`src/rtl/sigvault_pkg.sv`:
```
package sigvault_pkg;

    localparam int SIG_W = 32;

    typedef enum logic [2:0] {
        OP_NONE     = 3'd0,
        OP_SIG_WR   = 3'd1,
        OP_SIG_RD   = 3'd2,
        OP_PAT_PROG = 3'd3,
        OP_PAT_VFY  = 3'd4,
        OP_LOCK     = 3'd5,
        OP_ERASE    = 3'd6,
        OP_SPARE    = 3'd7
    } op_e;

    typedef enum logic [1:0] {
        ST_IDLE,
        ST_EXEC,
        ST_WIPE,
        ST_SEAL
    } st_e;

endpackage

```
`src/rtl/sigvault_shifter.sv`:
```
module sigvault_shifter
    import sigvault_pkg::*;
#(
    parameter bit ERASE_SIG = 1'b1
) (
    input  logic             clk,
    input  logic             rst_n,
    input  logic             wr_en,
    input  logic [SIG_W-1:0] wr_data,
    input  logic             load,
    input  logic             shift_en,
    input  logic             wipe,
    output logic             tdo
);

    logic [SIG_W-1:0] sig_q;
    logic [SIG_W-1:0] sh_q;
    logic             wipe_en;

    generate
        if (ERASE_SIG) begin : g_wipe
            assign wipe_en = wipe;
        end else begin : g_keep
            assign wipe_en = 1'b0;
        end
    endgenerate

    always_ff @(posedge clk) begin
        if (!rst_n) begin
            sig_q <= '1;
        end else if (wr_en) begin
            sig_q <= wr_data;
        end else if (wipe_en) begin
            sig_q <= '1;
        end
    end

    always_ff @(posedge clk) begin
        if (!rst_n) begin
            sh_q <= '0;
        end else if (load) begin
            sh_q <= sig_q;
        end else if (shift_en) begin
            sh_q <= {1'b0, sh_q[SIG_W-1:1]};
        end
    end

    assign tdo = sh_q[0];

endmodule

```
`src/rtl/sigvault_store.sv`:
```
module sigvault_store #(
    parameter int DEPTH = 32,
    parameter int WIDTH = 16,
    localparam int AW = (DEPTH > 1) ? $clog2(DEPTH) : 1
) (
    input  logic             clk,
    input  logic             rst_n,
    input  logic             we,
    input  logic [AW-1:0]    waddr,
    input  logic [WIDTH-1:0] wdata,
    input  logic [AW-1:0]    raddr,
    output logic [WIDTH-1:0] rdata
);

    logic [WIDTH-1:0] mem_q [DEPTH];

    always_ff @(posedge clk) begin
        if (!rst_n) begin
            for (int i = 0; i < DEPTH; i++) begin
                mem_q[i] <= '1;
            end
        end else if (we) begin
            mem_q[waddr] <= wdata;
        end
    end

    assign rdata = mem_q[raddr];

endmodule

```
`src/rtl/sigvault_ctrl.sv`:
```
module sigvault_ctrl
    import sigvault_pkg::*;
#(
    parameter int DEPTH = 32,
    parameter int WIDTH = 16,
    localparam int AW = (DEPTH > 1) ? $clog2(DEPTH) : 1
) (
    input  logic             clk,
    input  logic             rst_n,
    input  logic             cmd_valid,
    input  logic [2:0]       cmd_op,
    input  logic [AW-1:0]    cmd_addr,
    input  logic [WIDTH-1:0] cmd_pat,
    input  logic [SIG_W-1:0] cmd_sig,
    output logic             busy,
    output logic             err,
    output logic             rd_valid,
    output logic [WIDTH-1:0] rd_data,
    output logic             lock,
    output logic             mem_we,
    output logic [AW-1:0]    mem_waddr,
    output logic [WIDTH-1:0] mem_wdata,
    output logic [AW-1:0]    mem_raddr,
    input  logic [WIDTH-1:0] mem_rdata,
    output logic             sig_wr,
    output logic [SIG_W-1:0] sig_wdata,
    output logic             sig_load,
    output logic             sig_wipe
);

    localparam logic [AW-1:0] LAST = AW'(DEPTH - 1);

    st_e              state_q, state_d;
    op_e              op_q;
    logic [AW-1:0]    addr_q;
    logic [WIDTH-1:0] pat_q;
    logic [SIG_W-1:0] sig_q;
    logic [AW-1:0]    cnt_q;
    logic             lock_q;
    logic             refused;

    // next-state logic
    always_comb begin
        state_d = state_q;
        unique case (state_q)
            ST_IDLE: if (cmd_valid) state_d = ST_EXEC;
            ST_EXEC: state_d = (op_q == OP_ERASE) ? ST_WIPE : ST_IDLE;
            ST_WIPE: if (cnt_q == LAST) state_d = ST_SEAL;
            ST_SEAL: state_d = ST_IDLE;
            default: state_d = ST_IDLE;
        endcase
    end

    // state register and datapath registers
    always_ff @(posedge clk) begin
        if (!rst_n) begin
            state_q <= ST_IDLE;
            op_q    <= OP_NONE;
            addr_q  <= '0;
            pat_q   <= '0;
            sig_q   <= '0;
            cnt_q   <= '0;
            lock_q  <= 1'b0;
        end else begin
            state_q <= state_d;
            if (state_q == ST_IDLE && cmd_valid) begin
                op_q   <= op_e'(cmd_op);
                addr_q <= cmd_addr;
                pat_q  <= cmd_pat;
                sig_q  <= cmd_sig;
            end
            if (state_q == ST_EXEC) begin
                cnt_q <= '0;
            end else if (state_q == ST_WIPE) begin
                cnt_q <= cnt_q + 1'b1;
            end
            if (state_q == ST_EXEC && op_q == OP_LOCK) begin
                lock_q <= 1'b1;
            end else if (state_q == ST_SEAL) begin
                lock_q <= 1'b0;
            end
        end
    end

    assign refused = lock_q && (op_q == OP_PAT_PROG || op_q == OP_PAT_VFY);

    // outputs
    always_comb begin
        busy      = 1'b1;
        err       = 1'b0;
        rd_valid  = 1'b0;
        rd_data   = '0;
        mem_we    = 1'b0;
        mem_waddr = addr_q;
        mem_wdata = pat_q;
        sig_wr    = 1'b0;
        sig_load  = 1'b0;
        sig_wipe  = 1'b0;
        unique case (state_q)
            ST_IDLE: busy = 1'b0;
            ST_EXEC: begin
                err      = refused;
                rd_valid = (op_q == OP_PAT_VFY);
                if (op_q == OP_PAT_VFY && !refused) rd_data = mem_rdata;
                mem_we   = (op_q == OP_PAT_PROG) && !refused;
                sig_wr   = (op_q == OP_SIG_WR);
                sig_load = (op_q == OP_SIG_RD);
            end
            ST_WIPE: begin
                mem_we    = 1'b1;
                mem_waddr = cnt_q;
                mem_wdata = '1;
            end
            ST_SEAL: sig_wipe = 1'b1;
            default: busy = 1'b1;
        endcase
    end

    assign mem_raddr = addr_q;
    assign sig_wdata = sig_q;
    assign lock      = lock_q;

endmodule

```
`src/rtl/sigvault_top.sv`:
```
module sigvault_top
    import sigvault_pkg::*;
#(
    parameter int DEPTH = 32,
    parameter int WIDTH = 16,
    parameter bit ERASE_SIG = 1'b1,
    localparam int AW = (DEPTH > 1) ? $clog2(DEPTH) : 1
) (
    input  logic             clk,
    input  logic             rst_n,
    input  logic             cmd_valid,
    input  logic [2:0]       cmd_op,
    input  logic [AW-1:0]    cmd_addr,
    input  logic [WIDTH-1:0] cmd_pat,
    input  logic [31:0]      cmd_sig,
    output logic             busy,
    output logic             err,
    output logic             rd_valid,
    output logic [WIDTH-1:0] rd_data,
    input  logic             sig_shift_en,
    output logic             sig_tdo
);

    logic             lock_w;
    logic             mem_we;
    logic [AW-1:0]    mem_waddr;
    logic [WIDTH-1:0] mem_wdata;
    logic [AW-1:0]    mem_raddr;
    logic [WIDTH-1:0] mem_rdata;
    logic             sig_wr;
    logic [SIG_W-1:0] sig_wdata;
    logic             sig_load;
    logic             sig_wipe;

    sigvault_ctrl #(.DEPTH(DEPTH), .WIDTH(WIDTH)) u_ctrl (
        .clk(clk), .rst_n(rst_n),
        .cmd_valid(cmd_valid), .cmd_op(cmd_op), .cmd_addr(cmd_addr),
        .cmd_pat(cmd_pat), .cmd_sig(cmd_sig),
        .busy(busy), .err(err), .rd_valid(rd_valid), .rd_data(rd_data),
        .lock(lock_w),
        .mem_we(mem_we), .mem_waddr(mem_waddr), .mem_wdata(mem_wdata),
        .mem_raddr(mem_raddr), .mem_rdata(mem_rdata),
        .sig_wr(sig_wr), .sig_wdata(sig_wdata), .sig_load(sig_load),
        .sig_wipe(sig_wipe)
    );

    sigvault_store #(.DEPTH(DEPTH), .WIDTH(WIDTH)) u_store (
        .clk(clk), .rst_n(rst_n),
        .we(mem_we), .waddr(mem_waddr), .wdata(mem_wdata),
        .raddr(mem_raddr), .rdata(mem_rdata)
    );

    sigvault_shifter #(.ERASE_SIG(ERASE_SIG)) u_sig (
        .clk(clk), .rst_n(rst_n),
        .wr_en(sig_wr), .wr_data(sig_wdata), .load(sig_load),
        .shift_en(sig_shift_en), .wipe(sig_wipe), .tdo(sig_tdo)
    );

endmodule

```
`config.mk`:
```
export PLATFORM = sky130hd
export DESIGN_NAME = sigvault_top
export DESIGN_NICKNAME = d
export VERILOG_FILES = /design/src/rtl/sigvault_pkg.sv /design/src/rtl/sigvault_shifter.sv /design/src/rtl/sigvault_store.sv /design/src/rtl/sigvault_ctrl.sv /design/src/rtl/sigvault_top.sv
export SDC_FILE = /design/constraint.sdc
export NUM_CORES = 1
export LEC_CHECK = 0
export BUFFER_PORTS_ARGS = -buffer_cell sky130_fd_sc_hd__buf_4
export CAP_MARGIN = 20
export CORE_AREA = 8 8 226 228
export CTS_BUF_LIST = sky130_fd_sc_hd__clkbuf_4
export CTS_CLUSTER_DIAMETER = 30
export DETAILED_ROUTE_END_ITERATION = 12
export DIE_AREA = 0 0 234 236
export PLACE_DENSITY_LB_ADDON = 0.12
export SLEW_MARGIN = 20
export SYNTH_ARGS = -nofsm -noshare
export SYNTH_HDL_FRONTEND = slang
export SYNTH_HIERARCHICAL = 1
export SYNTH_SLANG_ARGS = --single-unit
```
`constraint.sdc`:
```
create_clock -name clk -period 4.61 [get_ports clk]
set_input_delay 0.922 -clock clk [delete_from_list [all_inputs] [get_ports clk]]
set_output_delay 0.922 -clock clk [all_outputs]
set_load 0.05 [all_outputs]
```
==> results of run 1 <==
flip-flops by register name (all words and copies together) (netlist names), named ones only:
register and cells:
u_ctrl/cnt_q 5, u_ctrl/state_q 1, u_ctrl/op_q 3, u_ctrl/sig_wdata 32, u_store/mem_q 512, u_sig/sig_q 32
u_ctrl/mem_raddr 5, u_ctrl/lock 1, u_ctrl/pat_q 16, u_sig/sh_q 32
placed cells by master (no fill, tap or decap), types with 20 or more instances in the layout:
master    Yosys  routed
a21boi_0     28      28
a21oi_1      58      58
a22o_1       32      32
a22oi_1      64      64
buf_4        14     136
clkbuf_4      0     242
clkinv_1      0      23
dfxtp_1     128     125
edfxtp_1    512     512
mux2_2       22      22
mux2i_1     259     259
nand2_1     173     172
nand2b_1     83      83
nand3_1      34      33
nor2b_1      36      34
nor3_1       53      52
o211a_1      31      31
o21ai_0      49      33
or2_2       209     209
or2b_1       20      20
or3_1       256     256
where the power goes:
part	switching (mW)	leakage, nW	internal, mW
logic	0.613	3.95	0.262
registers	0.0421	4.51	6.26
clock network	2.22	1.21	2.49
worst paths after layout:
path                            cells after the start                start              endpoint
worst max-delay path                                8  u_ctrl/mem_raddr[1]           rd_data[14]
worst min-delay path                                3          cmd_addr[1]   u_ctrl/mem_raddr[1]
worst max register to register                      6    u_ctrl/state_q[0]  u_store/mem_q[3][13]
worst min register to register                      2      u_sig/sig_q[31]        u_sig/sh_q[31]
cell type report:
| class | count | area, um^2 |
|---|---|---|
| Sequential cell | 640 | 17900 |
| Fill cell | 3409 | 14700 |
| Multi-Input combinational cell | 1526 | 10600 |
| Clock buffer | 242 | 1820 |
| Timing Repair Buffer | 146 | 1230 |
| Tap cell | 615 | 769 |
| Clock inverter | 33 | 184 |
| Inverter | 6 | 22.5 |
| Antenna cell | 4 | 10.0 |
stage by stage:
stage / instance area, um^2 / hold WS (ns) / utilization, % / cells / setup slack, ns
after floorplan: 29600 / 0.431 / - / 2409 / 1.20
after global placement: 30400 / 0.442 / 64.2 / 2925 / 0.938
after detailed placement: 30400 / 0.444 / 64.2 / 2925 / 0.879
after CTS: 32500 / 0.0669 / 68.7 / 3206 / 0.0284
after global routing: 32600 / 0.0941 / 68.9 / 3210 / 0.0275
final: 32600 / 0.189 / 68.9 / 3212 / 0.0905
worst min-delay path, stage by stage:
cell and delay (ns):
buf_4 0.11, nand2_1 0.05, a21oi_1 0.05
routing by layer:
layer	routed length (um)	part of all wire, %	GRT usage (%)	vias to the layer above
met2	36800	49	43.4	876
met3	6340	8.4	6.53	172
met5	13	0.017	0	-
li1	-	-	-	9001
met4	2730	3.6	12.2	2
met1	29900	39	34.9	9752
kinds of logic after synthesis:
group                    Yosys count  synth area share [%]
AND/OR/NAND/NOR                  933                  18.2
flip-flops                       640                  60.5
multiplexers                     296                  10.3
AO/OA/AOI/OAI                    284                  6.62
buffers and inverters            246                  3.99
adder cells (fa/ha/maj)            7                 0.296
XOR/XNOR                           3                0.0887
what timing repair did:
item / 4_1_cts / 5_1_grt
pin swaps: 1 / 0
buffers inserted: 3 / 0
setup endpoints to repair: 16 / 11
resized for setup: 8 / 5
cloned: 3 / 2
==> summary.txt, run 1 <==
Placeable core area - 47,300 um^2
HPWL after DPL - 44,000 um
Top cells by area, synth - edfxtp_1 52%, mux2i_1 8.7%, dfxtp_1 8.6%
Synth warnings - 6
Seq cells post-synth - 640
Gr usage total - 27.2%
CP max stage delay - 0.51 ns
Largest area contributor in the netlist - edfxtp_1
F_max - 0.221 GHz
Endpoint type of the worst setup path - output port
CTS Hold Bufs - 0
Die outline width - 234 um
Root Driver - clkbuf_4
Post-synth top cells - 512 x edfxtp_1, 259 x mux2i_1, 256 x or3_1
Clock Sinks - 640
Largest net degree at the start of global routing - 71
First-pass iteration count of the detailed router - 5
Max-slew violation count - 0
Syn Area/Cell - 12.3 um^2
Worst path cell trace - buf_12, buf_4, mux2i_1, a22oi_1, a31oi_1, nand3_1, and2_1, buf_4
Synth async-reset ratio - 0%
IO Pins - 80
Critical Path RT - 3.69 ns
Cell area after synthesis - 29,600 um^2
Delay-heaviest family, CP - buffers and inverters
Tmin final - 4.52 ns
Flop-to-flop setup slack - 0.74 ns
Most frequent CP cell - buf_4
CTS max path bufs - 3
DR iter-0 viols - 2,119
Maxcap violations - 0
Status - finished clean
Bufs and invs on worst path - 3
Share of cells above drive strength 1 - 26.4%
Finish-stage setup viols - 0
Post-Syn Instances - 2,409
Maximum vdd drop - 195 uV
Worst slew pin tran - 1.04 ns
DR vias - 19,800
Die Height - 236 um
Tot Pwr - 11.9 mW
Register area share after synthesis - 60.5%
RSZ-0062 raised after global routing - false
CTS tree - done
Crit-path max FO - 35
Vias in the first global route - 19,600
Critical path data arrival time - 3.60 ns
Primary FF master, synth - edfxtp_1
Post-synth top area share - 51.9%
Net count, final - 2,551
GPL Wtd Cong - 0.845
Slowest-stage cell, CP - dfxtp_4
Clock Skew - 0.0494 ns
Global route overflow - 0
Final Hold Vio Count - 0
Wire per inst - 23.6 um
Starting density of the core - 62.6%
Clock Latency Late Sink - 1.01 ns
CTS H-tree lvls - 4
Clock transition at path regs - 0.07 ns
Post-Syn Nets - 2,476
Post-synth EDFFs - 512
Crit start category - flip-flop
Port Buffers - 79
Remaining antenna violation count after routing - 0
Max_slew headroom - 30.8%
Residual DRC - 0
FP Rows - 80
Die Area - 55,200 um^2
Tcrit/Tclk final - 98.0%
Type of the worst setup path - flip-flop to output port
Yosys cell types - 54
Routed WL - 75,900 um
P&R area growth vs syn - 10.0%
Hold crit path type - input pin to flip-flop
Setup TNS - 0 ns
Number of CTS-inserted buffers - 164
Pwr Density - 365 nW/um^2
Vias per std cell - 6.17
First-pass GRT wire length - 114,000 um
Leakage - 9.66 nW
Count leader, synth - edfxtp_1
Initial antenna violation count - 3
(Power assumes the default switching activity.)
==> run 2, diff against run 1 <==
- CORE_AREA: 8 8 226 228 -> 10 10 228 230
- DIE_AREA: 0 0 234 236 -> 0 0 238 240
- MAX_ROUTING_LAYER: not set -> met4
- RECOVER_POWER: not set -> 25
==> run 2 against run 1 <==
Against the previous run: the flow now finishes with violations (max-capacitance violations, max-slew violations); global-route usage barely moved; power up 0.30%; non-clock buffer count down 3; first-iteration DRC count grew 0.28%; clock power increased by 0.8%; combinational power is 0.8% lower; wire length is 0.81% lower; critical path depth did not move; final area fell by 0.46%; sequential power barely moved; critical path type unchanged; largest cell class unchanged; highest routed layer is now met4.
==> summary.txt, run 2 (synthesized netlist as in run 1, its figures left out) <==
Largest net degree at the start of global routing - 89
First-pass iteration count of the detailed router - 5
RR Endpoint - u_store/mem_q[7][11]
GPL Wtd Cong - 0.889
Tcrit/Tclk final - 96.0%
Gr usage total - 27.2%
Hold WS - 0.181 ns
Setup TNS - 0 ns
Die Height - 240 um
First-pass GRT wire length - 114,000 um
P&R area growth vs syn - 9.53%
Pwr Density - 367 nW/um^2
Commonest cells after routing, fill and taps aside - 512 x edfxtp_1, 259 x mux2i_1, 256 x or3_1
Share of cells above drive strength 1 - 25.0%
Clock Skew - 0.0522 ns
Residual DRC - 0
Worst path cell trace - buf_12, mux2i_1, a22o_1, nor3_1, a31oi_1, nand3_1, and2_1, buf_4
Number of CTS-inserted buffers - 162
Hold path cells - 3
Vias in the first global route - 19,600
Wire per inst - 23.5 um
CP max stage delay - 0.53 ns
CTS tree - done
Initial antenna violation count - 3
WHS Endpoint - u_ctrl/pat_q[15]
Max reg flops - 512
Worst slew pin tran - 2.84 ns
CTS Hold Bufs - 0
Critical path data arrival time - 3.50 ns
Flop-to-flop setup slack - 0.37 ns
Net count, final - 2,547
Clock Latency Late Sink - 1.02 ns
Leakage - 9.58 nW
Critical Path Start - u_ctrl/mem_raddr[1]
Placeable core area - 47,300 um^2
Die outline width - 238 um
IO Pins - 80
Bufs and invs on worst path - 2
Fill count - 3,500
Remaining antenna violation count after routing - 0
Delay-heaviest family, CP - compound AO/OA/AOI/OAI gates
Failing checks - max-capacitance violations, max-slew violations
RSZ-0062 raised after global routing - false
Maximum vdd drop - 198 uV
FP Rows - 80
Routed WL - 75,200 um
Global route overflow - 0
Max_slew headroom - -89.5%
Tmin final - 4.43 ns
Core Util, Final - 68.6%
Clock transition at path regs - 0.06 ns
Starting density of the core - 62.6%
Root Driver - clkbuf_4
Endpoint type of the worst setup path - output port
Type of the worst setup path - flip-flop to output port
FF-to-FF path depth - 7
Max-slew violation count - 233
Crit start category - flip-flop
Crit-path max FO - 27
Commonest non-fill, non-tap cell in the layout - edfxtp_1
Slowest-stage cell, CP - dfxtp_4
F_max - 0.226 GHz
DR iter-0 viols - 2,125
CTS max path bufs - 3
Largest reg by FF count - u_store/mem_q
Hold crit path type - input pin to flip-flop
FF-to-FF Start - u_ctrl/state_q[0]
Hold path start - cmd_pat[15]
Maxcap violations - 4
Critical Path RT - 3.69 ns
Final Hold Vio Count - 0
Clock Sinks - 640
Port Buffers - 79
DR vias - 19,600
Status - complete, but fails checks
CTS H-tree lvls - 4
Die Area - 57,100 um^2
Finish-stage setup viols - 0
Vias per std cell - 6.11
HPWL after DPL - 44,200 um
-- run 2: worst max-delay path by stage --
stage                           end  slack (ns)  cells after the start
2_1_floorplan  u_store/mem_q[24][0]        1.20                      9
4_1_cts                  rd_data[8]        0.02                      8
3_5_place_dp   u_store/mem_q[23][0]        0.70                      6
5_1_grt        u_store/mem_q[7][11]        0.09                      7
3_3_place_gp            rd_data[10]        0.80                      7
6_report                 rd_data[3]        0.18                      8
-- run 2: report_power, final --
part           switching [mW]  total [mW]  leakage [nW]  internal, mW
registers              0.0400        6.30          4.51          6.26
clock network            2.20        4.75          1.21          2.55
logic                   0.608       0.867          3.86         0.259
-- run 2: tightest hold or removal path, stage by stage --
cell	delay, ns
buf_4	0.11
nand2_1	0.04
a21boi_0	0.06
-- run 2: routing by layer --
layer	global-route usage, %	share of wire (%)
met1	31.9	38
met2	44.6	50
met3	5.93	7.9
met4	12.2	3.6
met5	-	0
-- run 2: area by class of cell --
class | count | area (um^2) | share of cell area [%]
tap | 615 | 769 | 2.37
timing repair buffer | 143 | 1110 | 3.43
clock buffer | 229 | 1720 | 5.30
sequential | 640 | 17900 | 55.3
inverter | 6 | 22.5 | 0.0694
multi-input combinational | 1527 | 10600 | 32.6
clock inverter | 44 | 307 | 0.944
antenna | 2 | 5.00 | 0.0154
-- run 2: metrics by stage --
step / std cells / worst slack (ns) / power (mW) / area, um^2
finish: 3206 / 0.185 / 11.9 / 32500
CTS: 3201 / 0.0218 / 12.0 / 32500
global route: 3205 / 0.0881 / 12.4 / 32500
detailed placement: 2923 / 0.698 / 7.27 / 30400
global placement: 2923 / 0.804 / 7.25 / 30400
floorplan: 2409 / 1.20 / 6.97 / 29600
-- run 2: what timing repair did --
item                       in CTS  in global routing
gates cloned                    4                  0
resized for setup               5                  2
pin swaps                       1                  0
setup endpoints to repair      16                 10
setup buffers                   1                  3
